File: src/rtl/pll_div_pkg.sv
package pll_div_pkg;

  localparam int ADDR_W = 8;
  localparam int DATA_W = 32;
  localparam int EN_BIT = 15;

  localparam logic [ADDR_W-1:0] OFS_CMD   = 8'h38;
  localparam logic [ADDR_W-1:0] OFS_STAT  = 8'h3C;
  localparam logic [ADDR_W-1:0] OFS_ALIGN = 8'h40;
  localparam logic [ADDR_W-1:0] OFS_CHG   = 8'h44;

  typedef enum logic [1:0] {
    SEQ_IDLE  = 2'd0,
    SEQ_DRAIN = 2'd1,
    SEQ_LOAD  = 2'd2
  } seq_state_e;

  // {hit, index} for a divider register offset
  function automatic logic [3:0] slot_of(input logic [ADDR_W-1:0] a);
    logic [3:0] s;
    case (a)
      8'h18:   s = 4'b1000;
      8'h1C:   s = 4'b1001;
      8'h20:   s = 4'b1010;
      8'h60:   s = 4'b1011;
      8'h64:   s = 4'b1100;
      8'h68:   s = 4'b1101;
      8'h6C:   s = 4'b1110;
      8'h70:   s = 4'b1111;
      default: s = 4'b0000;
    endcase
    return s;
  endfunction

endpackage

File: src/rtl/pll_div_regs.sv
module pll_div_regs
  import pll_div_pkg::*;
#(
  parameter int NUM_DIV = 8,
  parameter int RATIO_W = 9
) (
  input  logic                            clk,
  input  logic                            rst_n,
  input  logic                            bus_wr,
  input  logic [ADDR_W-1:0]               bus_addr,
  input  logic [DATA_W-1:0]               bus_wdata,
  output logic [DATA_W-1:0]               bus_rdata,
  input  logic                            busy,
  input  logic                            chg_clr,
  input  logic [NUM_DIV-1:0]              clr_mask,
  output logic [NUM_DIV-1:0]              shd_en,
  output logic [NUM_DIV-1:0][RATIO_W-1:0] shd_ratio,
  output logic [NUM_DIV-1:0]              align_mask,
  output logic [NUM_DIV-1:0]              chg_mask,
  output logic                            go_wr
);

  logic [3:0] slot;
  logic       slot_hit;

  assign slot     = slot_of(bus_addr);
  assign slot_hit = slot[3] && (int'(slot[2:0]) < NUM_DIV);
  assign go_wr    = bus_wr && (bus_addr == OFS_CMD) && bus_wdata[0];

  for (genvar i = 0; i < NUM_DIV; i++) begin : g_shadow
    always_ff @(posedge clk or negedge rst_n) begin
      if (!rst_n) begin
        shd_en[i]    <= 1'b0;
        shd_ratio[i] <= '0;
      end else if (bus_wr && slot_hit && (slot[2:0] == 3'(i))) begin
        shd_en[i]    <= bus_wdata[EN_BIT];
        shd_ratio[i] <= bus_wdata[RATIO_W-1:0];
      end
    end
  end

  always_ff @(posedge clk or negedge rst_n) begin
    if (!rst_n) begin
      align_mask <= '0;
      chg_mask   <= '0;
    end else begin
      if (bus_wr && bus_addr == OFS_ALIGN) align_mask <= bus_wdata[NUM_DIV-1:0];
      if (bus_wr && bus_addr == OFS_CHG)
        chg_mask <= bus_wdata[NUM_DIV-1:0];
      else if (chg_clr)
        chg_mask <= chg_mask & ~clr_mask;
    end
  end

  always_comb begin
    bus_rdata = '0;
    for (int i = 0; i < NUM_DIV; i++) begin
      if (slot_hit && slot[2:0] == 3'(i)) begin
        bus_rdata[EN_BIT]        = shd_en[i];
        bus_rdata[RATIO_W-1:0]   = shd_ratio[i];
      end
    end
    if (bus_addr == OFS_ALIGN) bus_rdata[NUM_DIV-1:0] = align_mask;
    if (bus_addr == OFS_CHG)   bus_rdata[NUM_DIV-1:0] = chg_mask;
    if (bus_addr == OFS_STAT)  bus_rdata[0]           = busy;
  end

endmodule

File: src/rtl/pll_go_seq.sv
module pll_go_seq
  import pll_div_pkg::*;
#(
  parameter int NUM_DIV = 8
) (
  input  logic               clk,
  input  logic               rst_n,
  input  logic               go_wr,
  input  logic [NUM_DIV-1:0] align_mask,
  input  logic [NUM_DIV-1:0] chg_mask,
  input  logic [NUM_DIV-1:0] parked,
  output logic [NUM_DIV-1:0] park_req,
  output logic [NUM_DIV-1:0] restart,
  output logic [NUM_DIV-1:0] load,
  output logic               busy,
  output logic               chg_clr,
  output logic [NUM_DIV-1:0] clr_mask
);

  seq_state_e        state;
  logic [NUM_DIV-1:0] sel_q;
  logic               all_parked;

  assign all_parked = &(parked | ~sel_q);
  assign busy       = (state != SEQ_IDLE);
  assign park_req   = (state == SEQ_DRAIN) ? sel_q : '0;
  assign restart    = (state == SEQ_LOAD)  ? sel_q : '0;
  assign load       = restart & chg_mask;
  assign chg_clr    = (state == SEQ_LOAD);
  assign clr_mask   = sel_q;

  always_ff @(posedge clk or negedge rst_n) begin
    if (!rst_n) begin
      state <= SEQ_IDLE;
      sel_q <= '0;
    end else begin
      case (state)
        SEQ_IDLE: if (go_wr) begin
          sel_q <= align_mask | chg_mask;
          state <= SEQ_DRAIN;
        end
        SEQ_DRAIN: if (all_parked) state <= SEQ_LOAD;
        default:   state <= SEQ_IDLE;
      endcase
    end
  end

  // a GO arriving while busy leaves the captured selection untouched
  a_r8_go_ignored: assert property (@(posedge clk) disable iff (!rst_n)
    (busy && go_wr) |=> $stable(sel_q));

  // the load step always ends the busy window on the next edge
  a_r7_busy_clears: assert property (@(posedge clk) disable iff (!rst_n)
    (state == SEQ_LOAD) |=> !busy);

  // restart is only issued once every selected lane reports parked
  a_r6_restart_parked: assert property (@(posedge clk) disable iff (!rst_n)
    (|restart) |-> ((parked & sel_q) == sel_q));

endmodule

File: src/rtl/pll_div_lane.sv
module pll_div_lane #(
  parameter int RATIO_W = 9
) (
  input  logic               clk,
  input  logic               rst_n,
  input  logic               park_req,
  input  logic               restart,
  input  logic               load,
  input  logic               new_en,
  input  logic [RATIO_W-1:0] new_ratio,
  output logic               parked,
  output logic               clk_o
);

  localparam int CW = RATIO_W + 1;

  function automatic logic [CW-1:0] high_len(input logic [RATIO_W-1:0] last);
    return ({1'b0, last} + CW'(1)) >> 1;
  endfunction

  logic [RATIO_W-1:0] last_q;
  logic [RATIO_W-1:0] cnt_q;
  logic [RATIO_W-1:0] cnt_nx;
  logic [RATIO_W-1:0] next_last;
  logic               out_q;
  logic               park_q;
  logic               gate_q;
  logic               bypass;
  logic               period_end;

  assign next_last  = load ? (new_en ? new_ratio : '0) : last_q;
  assign bypass     = (last_q == '0);
  assign period_end = (cnt_q == last_q);
  assign cnt_nx     = period_end ? '0 : cnt_q + 1'b1;
  assign parked     = park_q;

  always_ff @(posedge clk or negedge rst_n) begin
    if (!rst_n) begin
      last_q <= '0;
      cnt_q  <= '0;
      out_q  <= 1'b0;
      park_q <= 1'b0;
    end else if (restart) begin
      last_q <= next_last;
      cnt_q  <= '0;
      park_q <= 1'b0;
      out_q  <= (next_last != '0);
    end else if (park_q) begin
      cnt_q  <= '0;
    end else if (park_req && period_end) begin
      park_q <= 1'b1;
      out_q  <= 1'b0;
      cnt_q  <= '0;
    end else begin
      cnt_q  <= cnt_nx;
      out_q  <= ({1'b0, cnt_nx} < high_len(last_q));
    end
  end

  // pass-through gate, updated while the input clock is low
  always_ff @(negedge clk or negedge rst_n) begin
    if (!rst_n) gate_q <= 1'b1;
    else        gate_q <= !park_q;
  end

  assign clk_o = bypass ? (clk & gate_q) : out_q;

  // a parked lane holds its divided output low
  a_r9_park_low: assert property (@(posedge clk) disable iff (!rst_n)
    park_q |-> !out_q);

  // parking starts only where the previous output was low
  a_r9_enter_low: assert property (@(posedge clk) disable iff (!rst_n)
    $rose(park_q) |-> $past(!out_q));

  // the counter never passes the period end
  a_r3_cnt_range: assert property (@(posedge clk) disable iff (!rst_n)
    cnt_q <= last_q);

  // a restart leaves the lane at the start of its period
  a_r6_restart_start: assert property (@(posedge clk) disable iff (!rst_n)
    restart |=> (cnt_q == '0 && !park_q));

endmodule

File: src/rtl/pll_div_go_ctrl.sv
module pll_div_go_ctrl
  import pll_div_pkg::*;
#(
  parameter int NUM_DIV = 8,
  parameter int RATIO_W = 9
) (
  input  logic               clk,
  input  logic               rst_n,
  input  logic               bus_wr,
  input  logic [7:0]         bus_addr,
  input  logic [31:0]        bus_wdata,
  output logic [31:0]        bus_rdata,
  output logic [NUM_DIV-1:0] div_clk
);

  logic [NUM_DIV-1:0]              shd_en;
  logic [NUM_DIV-1:0][RATIO_W-1:0] shd_ratio;
  logic [NUM_DIV-1:0]              align_mask;
  logic [NUM_DIV-1:0]              chg_mask;
  logic                            go_wr;
  logic                            busy;
  logic                            chg_clr;
  logic [NUM_DIV-1:0]              clr_mask;
  logic [NUM_DIV-1:0]              park_req;
  logic [NUM_DIV-1:0]              restart;
  logic [NUM_DIV-1:0]              load;
  logic [NUM_DIV-1:0]              parked;

  pll_div_regs #(.NUM_DIV(NUM_DIV), .RATIO_W(RATIO_W)) u_regs (
    .clk        (clk),
    .rst_n      (rst_n),
    .bus_wr     (bus_wr),
    .bus_addr   (bus_addr),
    .bus_wdata  (bus_wdata),
    .bus_rdata  (bus_rdata),
    .busy       (busy),
    .chg_clr    (chg_clr),
    .clr_mask   (clr_mask),
    .shd_en     (shd_en),
    .shd_ratio  (shd_ratio),
    .align_mask (align_mask),
    .chg_mask   (chg_mask),
    .go_wr      (go_wr)
  );

  pll_go_seq #(.NUM_DIV(NUM_DIV)) u_seq (
    .clk        (clk),
    .rst_n      (rst_n),
    .go_wr      (go_wr),
    .align_mask (align_mask),
    .chg_mask   (chg_mask),
    .parked     (parked),
    .park_req   (park_req),
    .restart    (restart),
    .load       (load),
    .busy       (busy),
    .chg_clr    (chg_clr),
    .clr_mask   (clr_mask)
  );

  for (genvar i = 0; i < NUM_DIV; i++) begin : g_lane
    pll_div_lane #(.RATIO_W(RATIO_W)) u_lane (
      .clk       (clk),
      .rst_n     (rst_n),
      .park_req  (park_req[i]),
      .restart   (restart[i]),
      .load      (load[i]),
      .new_en    (shd_en[i]),
      .new_ratio (shd_ratio[i]),
      .parked    (parked[i]),
      .clk_o     (div_clk[i])
    );
  end

  // change bits of restarted lanes are clear after the restart edge
  a_r7_chg_cleared: assert property (@(posedge clk) disable iff (!rst_n)
    (chg_clr && !(bus_wr && bus_addr == OFS_CHG)) |=> ((chg_mask & $past(clr_mask)) == '0));

endmodule

File: config.mk
export PLATFORM = sky130hd
export DESIGN_NAME = pll_div_go_ctrl
export DESIGN_NICKNAME = d
export VERILOG_FILES = /design/src/rtl/pll_div_pkg.sv /design/src/rtl/pll_div_regs.sv /design/src/rtl/pll_go_seq.sv /design/src/rtl/pll_div_lane.sv /design/src/rtl/pll_div_go_ctrl.sv
export SDC_FILE = /design/constraint.sdc
export NUM_CORES = 1
export LEC_CHECK = 0
export BUFFER_PORTS_ARGS = -buffer_cell sky130_fd_sc_hd__buf_2
export CAP_MARGIN = 20
export CORE_MARGIN = 5
export CORE_UTILIZATION = 35
export DETAILED_ROUTE_END_ITERATION = 10
export PLACE_DENSITY_LB_ADDON = 0.12
export SLEW_MARGIN = 20
export SYNTH_ARGS = -nofsm -noshare
export SYNTH_HDL_FRONTEND = slang
export SYNTH_SLANG_ARGS = --single-unit
File: constraint.sdc
create_clock -name clk -period 3.01 [get_ports clk]
set_input_delay 0.4515 -clock clk [delete_from_list [all_inputs] [get_ports clk]]
set_output_delay 0.4515 -clock clk [all_outputs]
set_load 0.05 [all_outputs]
Word-level counts from Yosys, hierarchy flattened
Cells that the tools add are included.
Operators by class
  $add $sub $neg: 16
  $lt $le $gt $ge: 8
  equality and inequality tests: 39
  muxes and demuxes: 131
  bitwise gates (word level): 13
  reductions and logical operators: 60
Operator list (count)
  $mux 9: 56
  $add 9x1->10 const B: 8
  $add 9x1->9 const B: 8
  $eq 9x9->1: 8
  $logic_not 9->1: 8
  $lt 9x9->1: 8
  $reduce_bool 9->1: 8
  $mux 1: 65
  $eq 8x7->1 const B: 7
  $mux 8: 6
  $pmux 4 s8: 1
  $logic_and 1x1->1: 29
  $eq 8x6->1 const B: 3
  $ne 2x2->1 const B: 9
  $and 8x8->8: 2
  $eq 8x5->1 const B: 2
  $or 8x8->8: 2
  $eq 3x3->1 const B: 4
  $and 1x1->1: 8
  $logic_not 1->1: 8
  $not 8->8: 1
  $reduce_and 8->1: 1
  $eq 3x2->1 const B: 2
  $mux 2: 2
  9 further kinds: 11
Storage, ports and cells
  register bits: 274
  word-level logic and storage cells: 327

Depth between registers and ports, before layout
Gate-level depths: netlist (run 1).
  depth in word-level cells: 15
  depth in mapped cells: 13

By module
From an unflattened synthesis (run 1), not the netlist that was laid out.
Second synthesis, totals
  cells, all modules: 1824
  area, all modules: 16814.9 sq um
Modules (own cells, without submodules)
  pll_div_lane: times used 8, cells each 166, area an instance 1405.1 sq um
  pll_div_regs: times used 1, cells each 424, area an instance 4953.5 sq um
  pll_go_seq: times used 1, cells each 72, area an instance 620.6 sq um

==> run metrics, run 1 <==
placed standard-cell area=0.0183 mm²; Slew Viols, Final=0; kind of end point of the critical path=output pin; die width=between 200 and 250 µm; Post-Layout Inst Area=0.0199 mm²; RePlAce Congestion=roughly 0.97; DRT iter0 DRCs=roughly 870; total power=9.08 mW; leak pwr=a little under 9 nW; EDFF count, synth=0; die height=approximately 230 µm; total track usage=0.198; multi-input logic area=around 0.0095 mm²; number of diodes=0; vias in the first global route=roughly 14000; Most used DFF post-synth=dfrtp_1; WL final=~53000 µm; crit path max fanout=1; Worst Hold Class=in2reg; pin count of the biggest net entering global routing=66; Least-Margin Pin Slew=901 ps; ratio of cells with drive above 1 in the final layout=0.191; worst setup path category=reg2out; fraction of registers with async set/reset=1.00; antenna violations before repair=1; Core Rows=80; grt ovf=0; via count=between 10000 and 15000; failing checks=setup timing; number of buffers added on ports=38; register area share after synthesis=0.409; clk slew on worst S/H paths=~60 ps; slew margin rel.=0.396; mean area per synthesized cell=around 9.1 µm²; final hold vios=0; post-layout util=0.418; Worst setup SP type=flip-flop; nets=2082; post-synthesis instance total=between 1500 and 2000; Die ar.=0.0524 mm²; CTS tree=built; initial core utilization=0.353; run status=finished, violations left; Via density=between 5 and 6; drt wl/cell=between 20 and 25 µm; final number of setup-violating endpoints=15; HPWL Detailed=~39000 µm; DRC Markers=0; first-pass GRT wire length=a little over 80000 µm; Register Area=roughly 0.007 mm²; CP arrival=between 3000 and 4000 ps; clock latency at the later pin of the worst-skew pair=730 ps; Cell Pwr Density=457 mW/mm²; slowest stage delay, CP=approximately 520 ps; cell family with most CP delay=flip-flops; RSZ-0062 raised after global routing=yes; slowest CP cell=dfstp_2; 1st-pass router iterations=7; flop2flop setup slack=about 200 ps; Fillers=approximately 4800; Buf+Inv Stages, Crit Path=1; post-synth cell types=a little over 70; max-cap violation count=0; post-route ant nets=0; setup ws final=-595 ps; Cell Area, Synth=between 0.015 and 0.02 mm²; setup tns final=-4430 ps; CP Cell Sequence=nand2_2 -> o21ai_4 -> buf_6; VDD IR max=around 0.00030 V; Yosys reg bits=between 200 and 300; Crit path required time=approximately 2600 ps; Yosys warnings=0; Syn-to-layout area delta=18.4%; Core ar.=0.0475 mm²; Top-Level Pins=between 80 and 90; Layout Skew=79.3 ps
worst min-delay path: cells and delay by family:
kind | cells | cell delay [ps]
simple gates | 2 | 150
buf+inv | 1 | 210
logic make-up after synthesis:
group / Yosys count / share of synthesized area
simple gates: 751 / 0.214
buf+inv: 157 / 0.0427
fa+ha+maj: 89 / 0.0662
other cells: 1 / 0.000224
compound gates: 301 / 0.112
mux: 90 / 0.0603
xor+xnor: 184 / 0.0961
flops: 274 / 0.409
sequential cells by signal, summed over array words and instances (netlist names):
| name | flops |
|---|---|
| u_regs.shd_en | 8 |
| u_regs.shd_ratio | 72 |
| u_regs.align_mask | 8 |
| g_lane.u_lane.cnt_q | 72 |
| g_lane.u_lane.parked | 8 |
| u_regs.chg_mask | 8 |
| g_lane.u_lane.last_q | 72 |
| g_lane.u_lane.out_q | 8 |
| u_seq.state | 2 |
| g_lane.u_lane.gate_q | 8 |
| u_seq.clr_mask | 8 |
metrics by stage:
step           worst slack (ps)  cells  hold slack (ps)
2_1_floorplan              35.6   1868              156
3_3_place_gp              -51.5   2512              403
3_5_place_dp              -50.2   2512              405
4_1_cts                    -623   2588              164
5_1_grt                    -639   2592              200
6_report                   -595   2592              199
final timing paths:
| kind | startpoint | endpoint | cells past startpoint |
|---|---|---|---|
| min | bus_wdata[1] | u_regs.chg_mask[1]$_DFFE_PN0P_ | 3 |
| min in group asynchronous | rst_n | g_lane[3].u_lane.cnt_q[5]$_DFF_PN0_ | 2 |
| max in group asynchronous | rst_n | g_lane[6].u_lane.gate_q$_DFF_NN1_ | 2 |
| max reg2reg | g_lane[7].u_lane.last_q[0]$_DFFE_PN0P_ | g_lane[7].u_lane.out_q$_DFFE_PN0P_ | 13 |
| min reg2reg | g_lane[2].u_lane.out_q$_DFFE_PN0P_ | g_lane[2].u_lane.out_q$_DFFE_PN0P_ | 2 |
| max | g_lane[4].u_lane.gate_q$_DFF_NN1_ | div_clk[4] | 3 |
where the power goes:
part	leakage, nW	total (mW)	switching, mW	internal (mW)
clock	0.760	4.85	1.96	2.89
combinational	4.20	0.410	0.297	0.113
sequential	3.74	3.82	0.0913	3.73
total	8.70	9.08	2.35	6.73
layout make-up:
class,instances,share of cell area
sequential,274,0.346
timing repair buffer,146,0.0590
clock inverter,26,0.0102
multi-input combinational,1437,0.479
inverter,36,0.00680
clock buffer,58,0.0603
tap,615,0.0387
per-layer routing:
layer,global-route usage,part of all wire,wire length [µm]
met1,0.281,0.48,25300
met2,0.298,0.43,22800
met3,0.0440,0.050,2630
met4,0.0733,0.033,1740
met5,0,0.00025,13
cells in the final DEF (no fill, tap or decap), types with 11 or more instances in the layout:
cell type,count
nor3_1,56
nor2_1,153
nand3_1,110
xor2_1,97
o21ai_0,106
buf_4,114
inv_1,44
mux2_2,88
clkbuf_16,41
nor4_1,21
conb_1,22
xnor2_1,86
dfrtp_1,263
a31oi_1,14
ha_1,88
o22ai_1,12
a21oi_1,59
and2_1,13
nand4_1,29
buf_2,20
and3_1,36
nor2b_1,23
or4_1,11
nand2_1,242
repair_timing:
item | 4_1_cts | 5_1_grt
buffers inserted | 0 | 4
pin swaps | 3 | 7
endpoints found under the hold margin | 34 | 0
resized for setup | 46 | 31
endpoints found under the setup margin | 21 | 25
hold buffers | 1 | 0
cells in the mapped netlist, drive strengths merged, types with 3 or more instances:
cell | instances | area [µm²]
and2 | 16 | 100
a31oi | 15 | 93.8
o41ai | 4 | 35.0
o2111ai | 5 | 50.0
or4 | 12 | 90.1
nand3 | 112 | 561
nor2 | 160 | 623
or3b | 3 | 26.3
a211oi | 8 | 60.1
nor3b | 4 | 30.0
a221oi | 4 | 35.0
o21ai | 117 | 586
nand4 | 29 | 181
a22oi | 8 | 60.1
xor2 | 97 | 850
clkbuf | 80 | 303
nor4 | 26 | 188
xnor2 | 87 | 762
a32oi | 3 | 26.3
inv | 37 | 139
a21o | 7 | 52.6
ha | 88 | 1100
nor2b | 26 | 163
a21oi | 61 | 305
o31ai | 7 | 52.6
a311oi | 3 | 26.3
nor3 | 61 | 327
or3 | 4 | 25.0
dfrtp | 266 | 6660
nand2b | 3 | 18.8
nand2 | 248 | 931
buf | 40 | 274
mux2 | 88 | 991
o22a | 4 | 35.0
o22ai | 12 | 75.1
o311ai | 3 | 26.3
o211ai | 9 | 81.3
o21a | 8 | 60.1
a222oi | 7 | 70.1
a2111oi | 4 | 35.0
dfstp | 8 | 210
and3 | 36 | 225
Note: power is estimated with default switching activity, not from simulation.
==> run 2: changes to the inputs <==
BUFFER_PORTS_ARGS = -buffer_cell sky130_fd_sc_hd__buf_4   (was -buffer_cell sky130_fd_sc_hd__buf_2)
SETUP_SLACK_MARGIN = 0.4   (was unset)
==> run metrics, run 2 (same netlist as run 1, synthesis figures left out) <==
max-cap violation count=0; grt ovf=0; setup ws final=-580 ps; vias in the first global route=roughly 14000; worst setup path category=reg2out; final hold vios=0; Top-Level Pins=83; Die ar.=about 0.052 mm²; Core Rows=80; final number of setup-violating endpoints=15; slew margin rel.=0.338; hold_ws=approximately 140 ps; cell family with most CP delay=flip-flops; die height=between 200 and 250 µm; Worst Hold Class=in2reg; VDD IR max=0.000347 V; HPWL Detailed=39000 µm; Via density=around 5.3; slowest CP cell=dfstp_2; Worst setup SP type=flip-flop; Least-Margin Pin Slew=~1000 ps; clk slew on worst S/H paths=~60 ps; most frequent cells in the layout=nand2_1 (241), dfrtp_1 (221), buf_4 (169), nor2_1 (138), nand3_1 (110); RSZ-0062 raised after global routing=yes; kind of end point of the critical path=output pin; most common cell after layout, fill and taps aside=nand2_1; Slew Viols, Final=0; ratio of cells with drive above 1 in the final layout=0.284; first-pass GRT wire length=a little over 80000 µm; DRC Markers=0; RePlAce Congestion=about 0.95; antenna violations before repair=0; Buf+Inv Stages, Crit Path=1; drt wl/cell=roughly 20 µm; die width=around 230 µm; DRT iter0 DRCs=around 1000; leak pwr=between 9 and 10 nW; CTS tree=built; initial core utilization=0.353; pin count of the biggest net entering global routing=53; number of buffers added on ports=38; CP arrival=between 3000 and 4000 ps; Cell Pwr Density=440 mW/mm²; number of diodes=0; via count=between 10000 and 15000; run status=finished, violations left; Core ar.=roughly 0.048 mm²; failing checks=setup timing; top flop regs=g_lane.u_lane.cnt_q (72), g_lane.u_lane.last_q (72), u_regs.shd_ratio (72); Layout Skew=just over 80 ps; Syn-to-layout area delta=26.4%; nets=roughly 2100; 1st-pass router iterations=6; post-route ant nets=0; post-layout util=0.446; WL final=roughly 54000 µm; total track usage=0.201; crit path max fanout=1; slowest stage delay, CP=~520 ps; clock latency at the later pin of the worst-skew pair=730 ps; CP Cell Sequence=nand2_2 -> o21ai_4 -> buf_6; Crit path required time=~2600 ps
[run 2: changes by cell type in the layout (fill, tap and decap cells not counted), sizes merged]
cell,before,now
clkbuf,50,52
bufinv,3,4
inv,44,49
clkinvlp,4,3
buf,153,210
clkinv,11,7
[run 2: path summary, 6_finish.rpt]
check / from / to / slack [ps] / cells after the start
min in group asynchronous: rst_n / g_lane[3].u_lane.out_q$_DFFE_PN0P_ / 310 / 2
setup / recovery: g_lane[4].u_lane.gate_q$_DFF_NN1_ / div_clk[4] / -580 / 3
max in group asynchronous: rst_n / g_lane[6].u_lane.gate_q$_DFF_NN1_ / 880 / 2
hold / removal: bus_wdata[1] / u_regs.chg_mask[1]$_DFFE_PN0P_ / 140 / 3
hold reg to reg: g_lane[5].u_lane.cnt_q[0]$_DFF_PN0_ / g_lane[5].u_lane.cnt_q[0]$_DFF_PN0_ / 520 / 1
setup reg to reg: g_lane[7].u_lane.last_q[4]$_DFFE_PN0P_ / g_lane[7].u_lane.out_q$_DFFE_PN0P_ / 380 / 12
[run 2: worst min-delay path, delay by kind of cell]
| family | cells | cell delay (ps) |
|---|---|---|
| AND/OR/NAND/NOR | 2 | 110 |
| buffers and inverters | 1 | 180 |
[run 2: layout make-up]
type / instances / area (µm²)
fillers: 4610 / 26300
multi-input cells: 1437 / 10200
flip-flops and latches: 274 / 6920
repair buffers: 204 / 1700
clock buffers: 59 / 1240
well taps: 615 / 769
clock inverters: 27 / 235
inverters: 36 / 135
[run 2: power breakdown]
part           leakage (nW)  internal [mW]  switching [mW]
clock                 0.811           3.10            1.97
combinational          4.72          0.135           0.310
sequential             3.67           3.73          0.0915
total                  9.20           6.97            2.37
[run 2: per-layer routing]
metal | wire [µm] | up-vias | GRT usage
met5 | 0 | - | 0
met1 | 25600 | 6913 | 0.287
met4 | 1850 | 0 | 0.0703
li1 | - | 6833 | -
met2 | 23600 | 295 | 0.305
met3 | 2580 | 99 | 0.0381
[run 2: timing repair]
item                                    CTS  global route
setup buffers                            31            38
cloned                                    0             2
resized for setup                       165            87
pin swaps                                43            51
hold buffers                              1             0
endpoints found under the setup margin   34            36
hold endpoints to repair                 33             0
[run 2: through the flow]
step | cell area [µm²] | cells | setup TNS [ps] | worst slack (ps) | power [mW]
final | 21200 | 2652 | -4340 | -580 | 9.34
after global routing | 21200 | 2652 | -4770 | -638 | 9.67
after CTS | 20600 | 2612 | -4750 | -631 | 9.49
after detailed placement | 18300 | 2503 | 0 | 58.7 | 4.39
after global placement | 18300 | 2503 | 0 | 61.8 | 4.39
after floorplan | 17100 | 1868 | 0 | 203 | 4.22
==> run 3: changes to the inputs <==
BUFFER_PORTS_ARGS = unset   (was -buffer_cell sky130_fd_sc_hd__buf_4)
DONT_BUFFER_PORTS = 1   (was unset)
==> run metrics, run 3 (same netlist as run 1, synthesis figures left out) <==
run status=finished, violations left; failing checks=hold timing, setup timing; final hold vios=about 270; Syn-to-layout area delta=23.2%; drt wl/cell=roughly 20 µm; combinational share of power=0.033; Core ar.=about 0.048 mm²; Flop pwr share=0.403; grt ovf=0; ratio of cells with drive above 1 in the final layout=0.252; worst setup path category=reg2out; number of buffers added on ports=0; clk slew on worst S/H paths=around 50 ps; setup ws final=-613 ps; met2 wire len=between 20000 and 25000 µm; die height=229 µm; antenna violations before repair=4; RSZ-0062 raised after global routing=yes; first-pass GRT wire length=slightly above 80000 µm; Clk network pwr share=0.564; Critical Path Start=g_lane[4].u_lane.gate_q$_DFF_NN1_; most common cell after layout, fill and taps aside=nand2_1; vias in the first global route=between 10000 and 15000; via count=approximately 14000; critical path depth=2; Least-Margin Pin Slew=811 ps; met3 WL=around 3000 µm; clock latency at the later pin of the worst-skew pair=approximately 740 ps; max-cap violation count=0; Core Rows=80; Slew Viols, Final=0; leak pwr=just under 9 nW; Layout Skew=70.7 ps; CTS tree=built; DRT iter0 DRCs=between 800 and 900; total power=9.44 mW; total track usage=0.197; Worst Hold Class=in2async; worst r2r src=g_lane[7].u_lane.last_q[0]$_DFFE_PN0P_; pre-CTS setup slack=-193 ps; kind of end point of the critical path=output pin; nets=just over 2000; met1 wire length=between 20000 and 25000 µm; Post-CTS Hold Buffers=10; Int Pwr=7.16 mW; die width=between 200 and 250 µm; Worst setup SP type=flip-flop; RePlAce Congestion=0.948; VDD IR max=~0.00035 V; cell family with most CP delay=flip-flops; slew margin rel.=0.458; 1st-pass router iterations=5; Worst R2R Path Depth=12; top flop regs=g_lane.u_lane.cnt_q (72), g_lane.u_lane.last_q (72), u_regs.shd_ratio (72); CP arrival=3170 ps; crit path max fanout=1; WL final=52400 µm; DRC Markers=0; Crit path required time=around 2600 ps; post-route ant nets=0; initial core utilization=0.353; Buf+Inv Stages, Crit Path=0; Cell Pwr Density=~460 mW/mm²; hold_ws=-520 ps; NetSw=~2.3 mW; most frequent cells in the layout=nand2_1 (241), dfrtp_1 (209), nor2_1 (138), nand3_1 (108), buf_4 (107); final number of setup-violating endpoints=15; Top Layer Used=met5; Die ar.=approximately 0.052 mm²; Sw Ratio=0.241; Fillers=4673; CP Cell Sequence=nand2_2 -> o21ai_4; Via density=about 5.4; pin count of the biggest net entering global routing=between 200 and 300; slowest CP cell=dfstp_2; HPWL Detailed=37200 µm; slowest stage delay, CP=slightly above 500 ps; Top-Level Pins=slightly above 80
[run 3: cell count changes in the layout (fill, tap and decap cells not counted), sizes merged, moves of 2 or more]
| cell | delta |
|---|---|
| clkinv | -2 |
| diode | +4 |
| buf | -84 |
| inv | -3 |
| dlygate4sd3 | +9 |
| bufinv | +3 |
[run 3: what timing repair did]
action	4_1_cts	5_1_grt
gates resized for setup	103	117
cloned	0	1
endpoints found under the hold margin	362	266
setup buffers	10	39
pin swaps	23	65
setup endpoints to repair	34	36
[run 3: per-stage QoR]
| stage | instance area [µm²] | utilization | hold slack (ps) | setup TNS [ps] | std cells |
|---|---|---|---|---|---|
| 3_5_place_dp | 17900 | 0.377 | 180 | -970 | 2440 |
| 5_1_grt | 20700 | 0.434 | -542 | -4770 | 2579 |
| 3_3_place_gp | 17900 | 0.377 | 177 | -980 | 2440 |
| 6_report | 20700 | 0.435 | -520 | -4400 | 2582 |
| 2_1_floorplan | 17100 | - | 156 | 0 | 1868 |
| 4_1_cts | 20000 | 0.420 | -547 | -4700 | 2538 |
[run 3: routing by layer]
metal  global-route usage  vias up
li1                     -     6681
met3               0.0439       85
met4               0.0675        6
met5              0.00643        -
met2                0.293      303
met1                0.282     6763
[run 3: power groups by stage]
stage | Combinational (mW) | Sequential [mW] | Clock, mW
floorplan | 0.241 | 3.83 | 0.145
global placement | 0.238 | 3.87 | 0.0850
detailed placement | 0.239 | 3.87 | 0.0850
CTS | 0.295 | 3.81 | 5.51
global route | 0.326 | 3.81 | 5.65
finish | 0.307 | 3.81 | 5.33
[run 3: worst paths after layout]
check                                                       to  slack [ps]
max in group asynchronous    g_lane[1].u_lane.gate_q$_DFF_NN1_        1510
min                        g_lane[3].u_lane.cnt_q[0]$_DFF_PN0_        -520
max reg2reg                 g_lane[7].u_lane.out_q$_DFFE_PN0P_         410
min in group clk                u_regs.chg_mask[4]$_DFFE_PN0P_          80
max                                                 div_clk[4]        -610
min reg2reg                 g_lane[2].u_lane.out_q$_DFFE_PN0P_         520
[run 3: layout make-up]
type / instances / area, µm² / share of cell area
tap: 615 / 769 / 0.0372
sequential: 274 / 6940 / 0.336
clock buffer: 53 / 1140 / 0.0554
antenna: 4 / 10.0 / 0.000484
multi-input combinational: 1438 / 10200 / 0.491
clock inverter: 26 / 315 / 0.0153
inverter: 36 / 135 / 0.00654
timing repair buffer: 136 / 1200 / 0.0579
